File: config.mk
export PLATFORM = sky130hd
export DESIGN_NAME = amp_fault_mgr
export DESIGN_NICKNAME = d
export VERILOG_FILES = /design/src/rtl/afm_pkg.sv /design/src/rtl/afm_autorec.sv /design/src/rtl/afm_restart.sv /design/src/rtl/afm_thermal.sv /design/src/rtl/afm_flags.sv /design/src/rtl/amp_fault_mgr.sv
export SDC_FILE = /design/constraint.sdc
export NUM_CORES = 1
export LEC_CHECK = 0
export BUFFER_PORTS_ARGS = -buffer_cell sky130_fd_sc_hd__buf_2
export CORE_ASPECT_RATIO = 0.8
export CORE_MARGIN = 1.5
export CORE_UTILIZATION = 49
export DETAILED_ROUTE_END_ITERATION = 8
export PLACE_DENSITY = 0.73
export SYNTH_ARGS = -nofsm -noshare
export SYNTH_HDL_FRONTEND = slang
export SYNTH_SLANG_ARGS = --single-unit
File: constraint.sdc
create_clock -name clk_i -period 1.7 [get_ports clk_i]
set_input_delay 0.51 -clock clk_i [delete_from_list [all_inputs] [get_ports clk_i]]
set_output_delay 0.51 -clock clk_i [all_outputs]
set_load 0.01 [all_outputs]
File: src/rtl/afm_pkg.sv
package afm_pkg;
  localparam int unsigned NUM_FAULTS = 9;

  localparam int unsigned IDX_TW = 0;
  localparam int unsigned IDX_OT = 1;
  localparam int unsigned IDX_OC = 2;
  localparam int unsigned IDX_OV = 3;
  localparam int unsigned IDX_UV = 4;
  localparam int unsigned IDX_OD = 5;
  localparam int unsigned IDX_WP = 6;
  localparam int unsigned IDX_LK = 7;
  localparam int unsigned IDX_UF = 8;

  localparam int unsigned NUM_AUTO    = 2;
  localparam int unsigned NUM_RESTART = 6;

  typedef logic [NUM_FAULTS-1:0] fault_vec_t;

  localparam fault_vec_t DIAG_MASK  = fault_vec_t'(9'b0_0111_1110);
  localparam fault_vec_t FLOAT_MASK = fault_vec_t'(9'b1_1111_1110);
endpackage

File: src/rtl/afm_autorec.sv
module afm_autorec #(
  parameter int unsigned RECOVER_CYC = 250
) (
  input  logic clk_i,
  input  logic rst_ni,
  input  logic fault_i,
  output logic active_o
);
  localparam int unsigned CW = $clog2(RECOVER_CYC + 1);
  localparam logic [CW-1:0] LAST = CW'(RECOVER_CYC - 1);

  logic          act_q, act_d;
  logic [CW-1:0] cnt_q, cnt_d;
  logic          upd_en;

  assign upd_en = fault_i | act_q;

  always_comb begin
    act_d = act_q;
    cnt_d = cnt_q;
    if (fault_i) begin
      act_d = 1'b1;
      cnt_d = '0;
    end else if (act_q) begin
      if (cnt_q == LAST) begin
        act_d = 1'b0;
        cnt_d = '0;
      end else begin
        cnt_d = cnt_q + 1'b1;
      end
    end
  end

  always_ff @(posedge clk_i or negedge rst_ni) begin
    if (!rst_ni) begin
      act_q <= 1'b0;
      cnt_q <= '0;
    end else if (upd_en) begin
      act_q <= act_d;
      cnt_q <= cnt_d;
    end
  end

  assign active_o = act_q;
endmodule

File: src/rtl/afm_restart.sv
module afm_restart (
  input  logic clk_i,
  input  logic rst_ni,
  input  logic set_i,
  input  logic good_i,
  output logic active_o
);
  logic act_q, act_d;

  always_comb begin
    act_d = act_q;
    if (set_i) begin
      act_d = 1'b1;
    end else if (good_i) begin
      act_d = 1'b0;
    end
  end

  always_ff @(posedge clk_i or negedge rst_ni) begin
    if (!rst_ni) begin
      act_q <= 1'b0;
    end else begin
      act_q <= act_d;
    end
  end

  assign active_o = act_q;
endmodule

File: src/rtl/afm_thermal.sv
module afm_thermal (
  input  logic clk_i,
  input  logic rst_ni,
  input  logic warn_i,
  output logic reduce_o,
  output logic restore_o
);
  logic warn_q, warn_d;
  logic rest_q, rest_d;

  always_comb begin
    warn_d = warn_i;
    rest_d = warn_q & ~warn_i;
  end

  always_ff @(posedge clk_i or negedge rst_ni) begin
    if (!rst_ni) begin
      warn_q <= 1'b0;
      rest_q <= 1'b0;
    end else begin
      warn_q <= warn_d;
      rest_q <= rest_d;
    end
  end

  assign reduce_o  = warn_q;
  assign restore_o = rest_q;
endmodule

File: src/rtl/afm_flags.sv
module afm_flags #(
  parameter int unsigned N = 9
) (
  input  logic         clk_i,
  input  logic         rst_ni,
  input  logic [N-1:0] raise_i,
  input  logic         clr_we_i,
  input  logic [N-1:0] clr_mask_i,
  output logic [N-1:0] flags_o
);
  logic [N-1:0] flg_q, flg_d, clr_eff;
  logic         upd_en;

  assign clr_eff = clr_we_i ? clr_mask_i : '0;
  assign upd_en  = clr_we_i | (|raise_i);

  always_comb begin
    flg_d = (flg_q & ~clr_eff) | raise_i;
  end

  always_ff @(posedge clk_i or negedge rst_ni) begin
    if (!rst_ni) begin
      flg_q <= '0;
    end else if (upd_en) begin
      flg_q <= flg_d;
    end
  end

  assign flags_o = flg_q;
endmodule

File: src/rtl/amp_fault_mgr.sv
module amp_fault_mgr
  import afm_pkg::*;
#(
  parameter int unsigned RECOVER_CYC = 250
) (
  input  logic                  clk_i,
  input  logic                  rst_ni,
  input  logic                  therm_warn_i,
  input  logic                  over_temp_i,
  input  logic                  over_curr_i,
  input  logic                  hot_dissip_i,
  input  logic                  vmain_high_i,
  input  logic                  vmain_low_i,
  input  logic                  vaux_low_i,
  input  logic                  win_fault_i,
  input  logic                  pll_unlock_i,
  input  logic                  pll_slow_i,
  input  logic                  clr_we_i,
  input  logic [NUM_FAULTS-1:0] clr_mask_i,
  output logic                  diag_n_o,
  output logic [NUM_FAULTS-1:0] flags_o,
  output logic                  out_float_o,
  output logic                  vol_reduce_o,
  output logic                  vol_restore_o
);
  fault_vec_t                 state;
  logic [NUM_AUTO-1:0]        auto_in, auto_act;
  logic [NUM_RESTART-1:0]     rs_set, rs_good, rs_act;
  logic                       supply_ok, dissip_now;

  assign supply_ok  = ~vmain_high_i & ~vmain_low_i & ~vaux_low_i;
  assign dissip_now = hot_dissip_i & over_curr_i;

  // Auto-recovering class: over-temperature, over-current
  assign auto_in = {over_curr_i, over_temp_i};

  for (genvar a = 0; a < NUM_AUTO; a++) begin : g_auto
    afm_autorec #(.RECOVER_CYC(RECOVER_CYC)) u_rec (
      .clk_i   (clk_i),
      .rst_ni  (rst_ni),
      .fault_i (auto_in[a]),
      .active_o(auto_act[a])
    );
  end

  // Restart class, in order OV, UV, OD, WP, LK, UF
  assign rs_set  = {pll_slow_i, pll_unlock_i, win_fault_i, dissip_now,
                    vmain_low_i | vaux_low_i, vmain_high_i};
  assign rs_good = {~pll_slow_i, ~pll_unlock_i, ~win_fault_i, ~dissip_now,
                    supply_ok, supply_ok};

  for (genvar r = 0; r < NUM_RESTART; r++) begin : g_rst
    afm_restart u_cell (
      .clk_i   (clk_i),
      .rst_ni  (rst_ni),
      .set_i   (rs_set[r]),
      .good_i  (rs_good[r]),
      .active_o(rs_act[r])
    );
  end

  afm_thermal u_therm (
    .clk_i    (clk_i),
    .rst_ni   (rst_ni),
    .warn_i   (therm_warn_i),
    .reduce_o (vol_reduce_o),
    .restore_o(vol_restore_o)
  );

  always_comb begin
    state                 = '0;
    state[IDX_TW]         = vol_reduce_o;
    state[IDX_OT]         = auto_act[0];
    state[IDX_OC]         = auto_act[1];
    state[IDX_UF:IDX_OV]  = rs_act;
  end

  afm_flags #(.N(NUM_FAULTS)) u_flags (
    .clk_i     (clk_i),
    .rst_ni    (rst_ni),
    .raise_i   (state),
    .clr_we_i  (clr_we_i),
    .clr_mask_i(clr_mask_i),
    .flags_o   (flags_o)
  );

  assign diag_n_o    = ~|(state & DIAG_MASK);
  assign out_float_o =  |(state & FLOAT_MASK);
endmodule

==> results of run 1 <==
-- worst reg2reg max path: stages (launching register included) --
cell	delay, ns
dfrtp_1	0.47
ha_1	0.23
nand3_1	0.15
or3b_2	0.47
a31oi_1	0.17
-- stage by stage --
stage               hold slack (ns)  util (%)  setup WS, ns  total power, mW  TNS (ns)
floorplan                     0.214         -       -0.0673            0.983   -0.0673
global placement              0.440      60.8        -0.104             1.06    -0.173
detailed placement            0.442      60.8        -0.126             1.07    -0.218
CTS                           0.135      64.6        -0.361             1.81    -0.695
global route                  0.139      64.6        -0.409             1.87    -0.800
finish                        0.124      64.6        -0.349             1.80    -0.672
-- area by class of cell --
| class | count | area [sq um] | area share (%) |
|---|---|---|---|
| clock inverter | 3 | 43.8 | 2.17 |
| tap | 40 | 50.0 | 2.48 |
| clock buffer | 5 | 68.8 | 3.40 |
| sequential | 35 | 876 | 43.3 |
| timing repair buffer | 38 | 219 | 10.8 |
| inverter | 4 | 15.0 | 0.743 |
| multi-input combinational | 115 | 749 | 37.1 |
-- repair_timing --
item / in CTS / in global routing
setup endpoints to repair: 2 / 2
gates resized for setup: 1 / 0
pin swaps: 3 / 0
-- cells in the mapped netlist (2+ instances only) --
library cell / n
a31oi_1: 6
a211oi_1: 2
dfrtp_1: 35
o211ai_1: 5
or3_1: 3
or3b_2: 2
or4_1: 2
a21oi_1: 8
clkbuf_1: 4
o21ai_0: 8
inv_1: 4
ha_1: 4
nand4_1: 4
nor2b_1: 6
nand3_1: 7
nand2_1: 17
nor3_1: 2
nand2b_1: 13
a21o_1: 9
-- routing by layer --
metal  global-route usage (%)  wire length (um)  up-vias
li1                         -                 -      658
met1                     25.5              1590      658
met2                     33.0              1620       58
met3                     5.35               260       12
met4                     11.6                82        0
met5                        0                 0        -
-- power groups by stage --
stage	clock (mW)	sequential, mW	combinational [mW]
6_report	0.754	0.904	0.146
3_3_place_gp	0	0.915	0.140
2_1_floorplan	0	0.919	0.0646
5_1_grt	0.799	0.908	0.166
4_1_cts	0.759	0.904	0.148
3_5_place_dp	0	0.919	0.147
-- sequential cells by signal, indices dropped and copies added, names as in the netlist --
name / flops
g_rst.u_cell.active_o: 6
u_therm.restore_o: 1
u_therm.reduce_o: 1
u_flags.flags_o: 9
g_auto.u_rec.cnt_q: 16
g_auto.u_rec.active_o: 2
-- final timing paths --
| path | start | to | slack [ns] | depth (start not counted) |
|---|---|---|---|---|
| worst max-delay path | g_auto[1].u_rec.active_o | out_float_o | -0.35 | 4 |
| worst max register to register | g_auto[1].u_rec.cnt_q[0] | g_auto[1].u_rec.cnt_q[4] | 0.14 | 4 |
| min in group clk_i | pll_unlock_i | g_rst[4].u_cell.active_o | 0.32 | 1 |
| max in group asynchronous | rst_ni | g_rst[1].u_cell.active_o | 1.14 | 2 |
| worst min register to register | g_rst[5].u_cell.active_o | u_flags.flags_o[8] | 0.46 | 1 |
| worst min-delay path | rst_ni | u_flags.flags_o[2] | 0.12 | 1 |
-- logic make-up after synthesis --
kind of cell    Yosys count  synth area share, %
fa+ha+maj                 4                 3.05
compound gates           44                 17.5
flops                    35                 53.4
mux                       1                0.610
buf+inv                   9                 2.06
simple gates             66                 23.5
==> metrics.log, run 1 <==
[metrics] violations in the final reports: setup timing
[metrics] area share of the largest cell type after synthesis: 53.4%
[metrics] area of the core: about 3100 sq um
[metrics] result of the run: finished with violations
[metrics] Max VDD drop: between 0.0004 and 0.0005 V
[metrics] RSZ-0062 raised after global routing: yes
[metrics] Synth Cell Area: about 1600 sq um
[metrics] area grow syn2layout: 23.2%
[metrics] final instance count without filler cells: 240
[metrics] actual transition at the worst max-transition pin: between 0.3 and 0.4 ns
[metrics] part of the power in combinational logic: around 8%
[metrics] Max-slew headroom: around 75%
[metrics] endpoint kind of the worst setup timing path: output port
[metrics] port bufs: 34
[metrics] number of sinks handled by clock tree synthesis: 35
[metrics] Static Leakage: roughly 0.83 nW
[metrics] starting density of the core: between 50 and 60%
[metrics] number of buffer and inverter instances along the worst setup path: 1
[metrics] flop and latch count out of synthesis: 35
[metrics] Crit Path Max Fanout: 2
[metrics] via count: roughly 1400
[metrics] Cell Chain, Critical Path: or4_4 -> nor3_4 -> nand2_2 -> buf_6
[metrics] switching power share of the total: a little under a quarter
[metrics] most used flip-flop cell after synthesis: dfrtp_1
[metrics] post-DR vias/cell: around 5.8
[metrics] number of diodes added for antenna fixing: 0
[metrics] ranking of synthesized cells by area: dfrtp_1, nand2b_1, a21o_1, nand2_1, ha_1
[metrics] standard cell area after detailed placement: 1900 sq um
[metrics] worst setup path category: register to output port
[metrics] maxcap violations: 0
[metrics] number of hold-slack violations in the final timing report: 0
[metrics] number of fill cells: ~260
[metrics] kind of start point of the critical path: register
[metrics] final design instance area without fill: slightly above 2000 sq um
[metrics] data required time at the worst endpoint: 1.19 ns
[metrics] Power per Cell Area: 892 nW/um^2
[metrics] # rows: 18
[metrics] Worst path slowest cell: or4_4
[metrics] sequential cell area fraction in the yosys report: 53.4%
[metrics] number of failing setup endpoints in the final timing report: 2
[metrics] Root Driver: clkbuf_8
[metrics] CTS hold repair buffers: 0
[metrics] latest clock arrival within the worst-skew pair: just under 0.3 ns
[metrics] Bufs on Longest Clock Path: 2
[metrics] nets: 225
[metrics] share of cells above drive strength 1: a little over a quarter
[metrics] RePlAce Congestion: approximately 0.80
[metrics] number of global-route vias before repair: 1213
[metrics] shortest period the worst path allows: slightly above 2 ns
[metrics] number of buffers created by CTS: 5
[metrics] Warnings, synthesis: 0
[metrics] largest incremental delay on the critical path: around 0.54 ns
[metrics] clock transition at the register clock pins on the worst setup and hold paths after CTS: around 0.070 ns
[metrics] Post-CTS Setup Inserts: 0
[metrics] wirelength, routed: 3550 um
[metrics] number of ports placed on the die boundary: 35
[metrics] count of routing violations after the opening detailed-route iteration: 48
[metrics] worst hold-check path type: input pin to async pin
[metrics] Fin Clk Skew: between 0.005 and 0.006 ns
[metrics] Clock Power Share: around two fifths
[metrics] Post-synth EDFFs: 0
[metrics] Mapped Nets: between 150 and 200
[metrics] final setup margin: -0.349 ns
[metrics] global-route wire length before repair: 5440 um
[metrics] die span in x: between 60 and 70 um
[metrics] hpwl dp: about 2400 um
[metrics] final max-slew violation count: 0
[metrics] number of placed instances with taps included: 232
[metrics] internal power summed over all cells: about 1.4 mW
[metrics] most common cell after layout, fill and taps aside: dfrtp_1
[metrics] Residual DRC: 0
[metrics] full die area: roughly 3700 sq um
[metrics] post-synth cell types: 37
[metrics] part of the power in registers: 50.1%
[metrics] number of detailed-routing iterations run before antenna repair: 4
[metrics] commonest cells after routing, fill and taps aside: dfrtp_1, buf_2, nand2_1, nand2b_1, a21o_1
[metrics] number of antenna violations at the first check in global routing: 0
[metrics] final global-route overflow total: 0
[metrics] all-layer global routing usage: 20.6%
[metrics] post-synthesis average cell area: between 10 and 15 sq um
[metrics] fraction of registers with async set/reset: 100%
[metrics] largest net degree at the start of global routing: 22
[metrics] Antenna Nets Post-Route: 0
[metrics] endpoint arrival time on the critical path: 1.54 ns
[metrics] Achievable Freq: 488 MHz
[metrics] cell family contributing the most delay on the critical path: simple AND/OR/NAND/NOR gates
[metrics] routed wire length per instance: 14.8 um
[metrics] vertical die dimension: between 50 and 60 um
[metrics] cell taking the most area after synthesis: dfrtp_1
[metrics] net switching power of the design: around 0.43 mW
[metrics] TritonCTS clock tree: done
[metrics] number of instances in the synthesized netlist: 159
[metrics] ratio of final minimum period to clock period: 121%
[metrics] Clock H-tree levels: 2
Power figures use the tool's default switching activity.
==> run 2, diff against run 1 <==
Clock period 1.7 ns to 2.64 ns, I/O delays scaled along.
==> run 2 against run 1 <==
Effect of this change: the run now ends clean; worst hold slack gained 0.34 ns; wire length shrank 5.4%; clock skew grew 0.0014 ns; count of clock-buffer cells in the layout grew 1; non-clock buffer count shrank 3; clock power shrank 52%; cell area shrank 4.0%; largest cell class unchanged; largest power group unchanged; highest routed layer unchanged.
==> metrics.log, run 2 (synthesis gave the netlist of run 1 again) <==
[metrics] ratio of final minimum period to clock period: just over 90%
[metrics] Achievable Freq: 407 MHz
[metrics] latest clock arrival within the worst-skew pair: 0.28 ns (was 0.29 ns)
[metrics] endpoint kind of the worst setup timing path: output port (unchanged)
[metrics] top register by number of flip-flops: g_auto.u_rec.cnt_q (unchanged)
[metrics] number of hold-slack violations in the final timing report: 0 (unchanged)
[metrics] number of detailed-routing iterations run before antenna repair: 4 (unchanged)
[metrics] via count: 1330 (was 1386)
[metrics] Max-slew headroom: 50.7% (was 74.8%)
[metrics] RePlAce Congestion: 0.785 (was 0.796)
[metrics] nets: 222 (was 225)
[metrics] routed wire length per instance: 14.2 um (was 14.8 um)
[metrics] number of failing setup endpoints in the final timing report: 0 (was 2)
[metrics] Crit Path Max Fanout: 17 (was 2)
[metrics] final max-slew violation count: 0 (unchanged)
[metrics] standard cell area after detailed placement: 1850 sq um (was 1900 sq um)
[metrics] hpwl dp: 2370 um (was 2450 um)
[metrics] Antenna Nets Post-Route: 0 (unchanged)
[metrics] vertical die dimension: 54.8 um (unchanged)
[metrics] Fin Clk Skew: 0.00697 ns (was 0.00555 ns)
[metrics] Root Driver: clkbuf_8 (unchanged)
[metrics] Post-CTS Setup Inserts: 0 (unchanged)
[metrics] port bufs: 34 (unchanged)
[metrics] number of diodes added for antenna fixing: 0 (unchanged)
[metrics] largest net degree at the start of global routing: 36 (was 22)
[metrics] number of antenna violations at the first check in global routing: 0 (unchanged)
[metrics] post-DR vias/cell: 5.61 (was 5.78)
[metrics] kind of start point of the critical path: register (unchanged)
[metrics] worst setup path category: register to output port (unchanged)
[metrics] full die area: 3710 sq um (unchanged)
[metrics] result of the run: completed (was finished with violations)
[metrics] number of ports placed on the die boundary: 35 (unchanged)
[metrics] Bufs on Longest Clock Path: 2 (unchanged)
[metrics] # rows: 18 (unchanged)
[metrics] area grow syn2layout: 18.3% (was 23.2%)
[metrics] Clock H-tree levels: 2 (unchanged)
[metrics] global-route wire length before repair: 5150 um (was 5440 um)
[metrics] endpoint arrival time on the critical path: 1.67 ns (was 1.54 ns)
[metrics] shortest period the worst path allows: 2.46 ns
[metrics] TritonCTS clock tree: done (unchanged)
[metrics] number of sinks handled by clock tree synthesis: 35 (unchanged)
[metrics] Power per Cell Area: 533 nW/um^2 (was 892 nW/um^2)
[metrics] actual transition at the worst max-transition pin: 0.739 ns (was 0.377 ns)
[metrics] count of routing violations after the opening detailed-route iteration: 30 (was 48)
[metrics] area of the core: 3130 sq um (unchanged)
[metrics] wirelength, routed: 3360 um (was 3550 um)
[metrics] starting density of the core: 52.4% (unchanged)
[metrics] final total negative setup slack: 0 ns (was -0.672 ns)
[metrics] number of global-route vias before repair: 1200 (was 1213)
[metrics] final global-route overflow total: 0 (unchanged)
[metrics] clock transition at the register clock pins on the worst setup and hold paths after CTS: 0.07 ns (about the same)
[metrics] number of buffers created by CTS: 5 (unchanged)
[metrics] die span in x: 67.7 um (unchanged)
[metrics] final design instance area without fill: 1940 sq um (was 2020 sq um)
[metrics] commonest cells after routing, fill and taps aside: dfrtp_1, buf_2, nand2_1, nand2b_1, a21o_1 (unchanged)
[metrics] worst hold-check path type: register to register (was input pin to async pin)
[metrics] Residual DRC: 0 (unchanged)
[metrics] data required time at the worst endpoint: 1.85 ns (was 1.19 ns)
[metrics] all-layer global routing usage: 19.4% (was 20.6%)
[metrics] Largest register FFs: 16 (unchanged)
[metrics] maxcap violations: 0 (unchanged)
[metrics] Max VDD drop: 0.000498 V (was 0.000481 V)
[metrics] share of cells above drive strength 1: 23.9% (was 26.0%)
[metrics] RSZ-0062 raised after global routing: no (was yes)
[metrics] Static Leakage: 0.786 nW (was 0.830 nW)
-- run 2: routing by layer --
metal	wire length, um	global-route usage [%]	share of wire [%]
met5	0	0	0
met4	21	8.16	0.63
met3	209	5.76	6.2
met2	1520	32.5	45
met1	1610	23.6	48
-- run 2: path summary, 6_finish.rpt --
| kind | from | endpoint | slack (ns) | cells after the start |
|---|---|---|---|---|
| hold / removal | g_rst[5].u_cell.active_o | u_flags.flags_o[8] | 0.46 | 1 |
| setup / recovery | g_auto[1].u_rec.active_o | out_float_o | 0.18 | 4 |
| max in group asynchronous | rst_ni | g_auto[1].u_rec.active_o | 1.56 | 1 |
| hold reg to reg | g_rst[5].u_cell.active_o | u_flags.flags_o[8] | 0.46 | 1 |
| setup reg to reg | g_auto[1].u_rec.cnt_q[0] | g_auto[1].u_rec.cnt_q[4] | 1.10 | 4 |
| min in group asynchronous | rst_ni | g_auto[0].u_rec.cnt_q[6] | 0.57 | 1 |
-- run 2: worst max-delay path, stage by stage (launching register included) --
cell and delay (ns):
dfrtp_2 0.50, or4_1 0.54, nor3_2 0.15, nand2_1 0.06
buf_2 0.14
-- run 2: per-stage QoR --
stage | cells | setup slack [ns] | power [mW] | util (%) | hold WS (ns)
floorplan | 159 | 0.461 | 0.632 | - | 0.419
global placement | 229 | 0.409 | 0.673 | 59.1 | 0.433
detailed placement | 229 | 0.355 | 0.680 | 59.1 | 0.449
CTS | 237 | 0.0370 | 1.05 | 61.8 | 0.466
global route | 237 | 0.0631 | 1.09 | 62.0 | 0.475
finish | 237 | 0.183 | 1.03 | 62.0 | 0.460
-- run 2: timing repair --
action,in CTS,in global routing
endpoints found under the setup margin,0,2
gates resized for setup,0,2
hold buffers,0,0
-- run 2: final cells by class --
| class | count | area (sq um) |
|---|---|---|
| repair buffers | 35 | 178 |
| flip-flops and latches | 35 | 877 |
| well taps | 40 | 50.0 |
| clock buffers | 6 | 72.6 |
| inverters | 4 | 15.0 |
| clock inverters | 2 | 12.5 |
| fillers | 269 | 1190 |
| multi-input cells | 115 | 737 |
-- run 2: power by group --
part / leakage (nW) / internal (mW) / total (mW) / switching (mW)
Sequential: 0.414 / 0.559 / 0.581 / 0.0218
Combinational: 0.331 / 0.0403 / 0.0877 / 0.0474
Clock: 0.0412 / 0.184 / 0.365 / 0.181
Total: 0.786 / 0.784 / 1.03 / 0.251
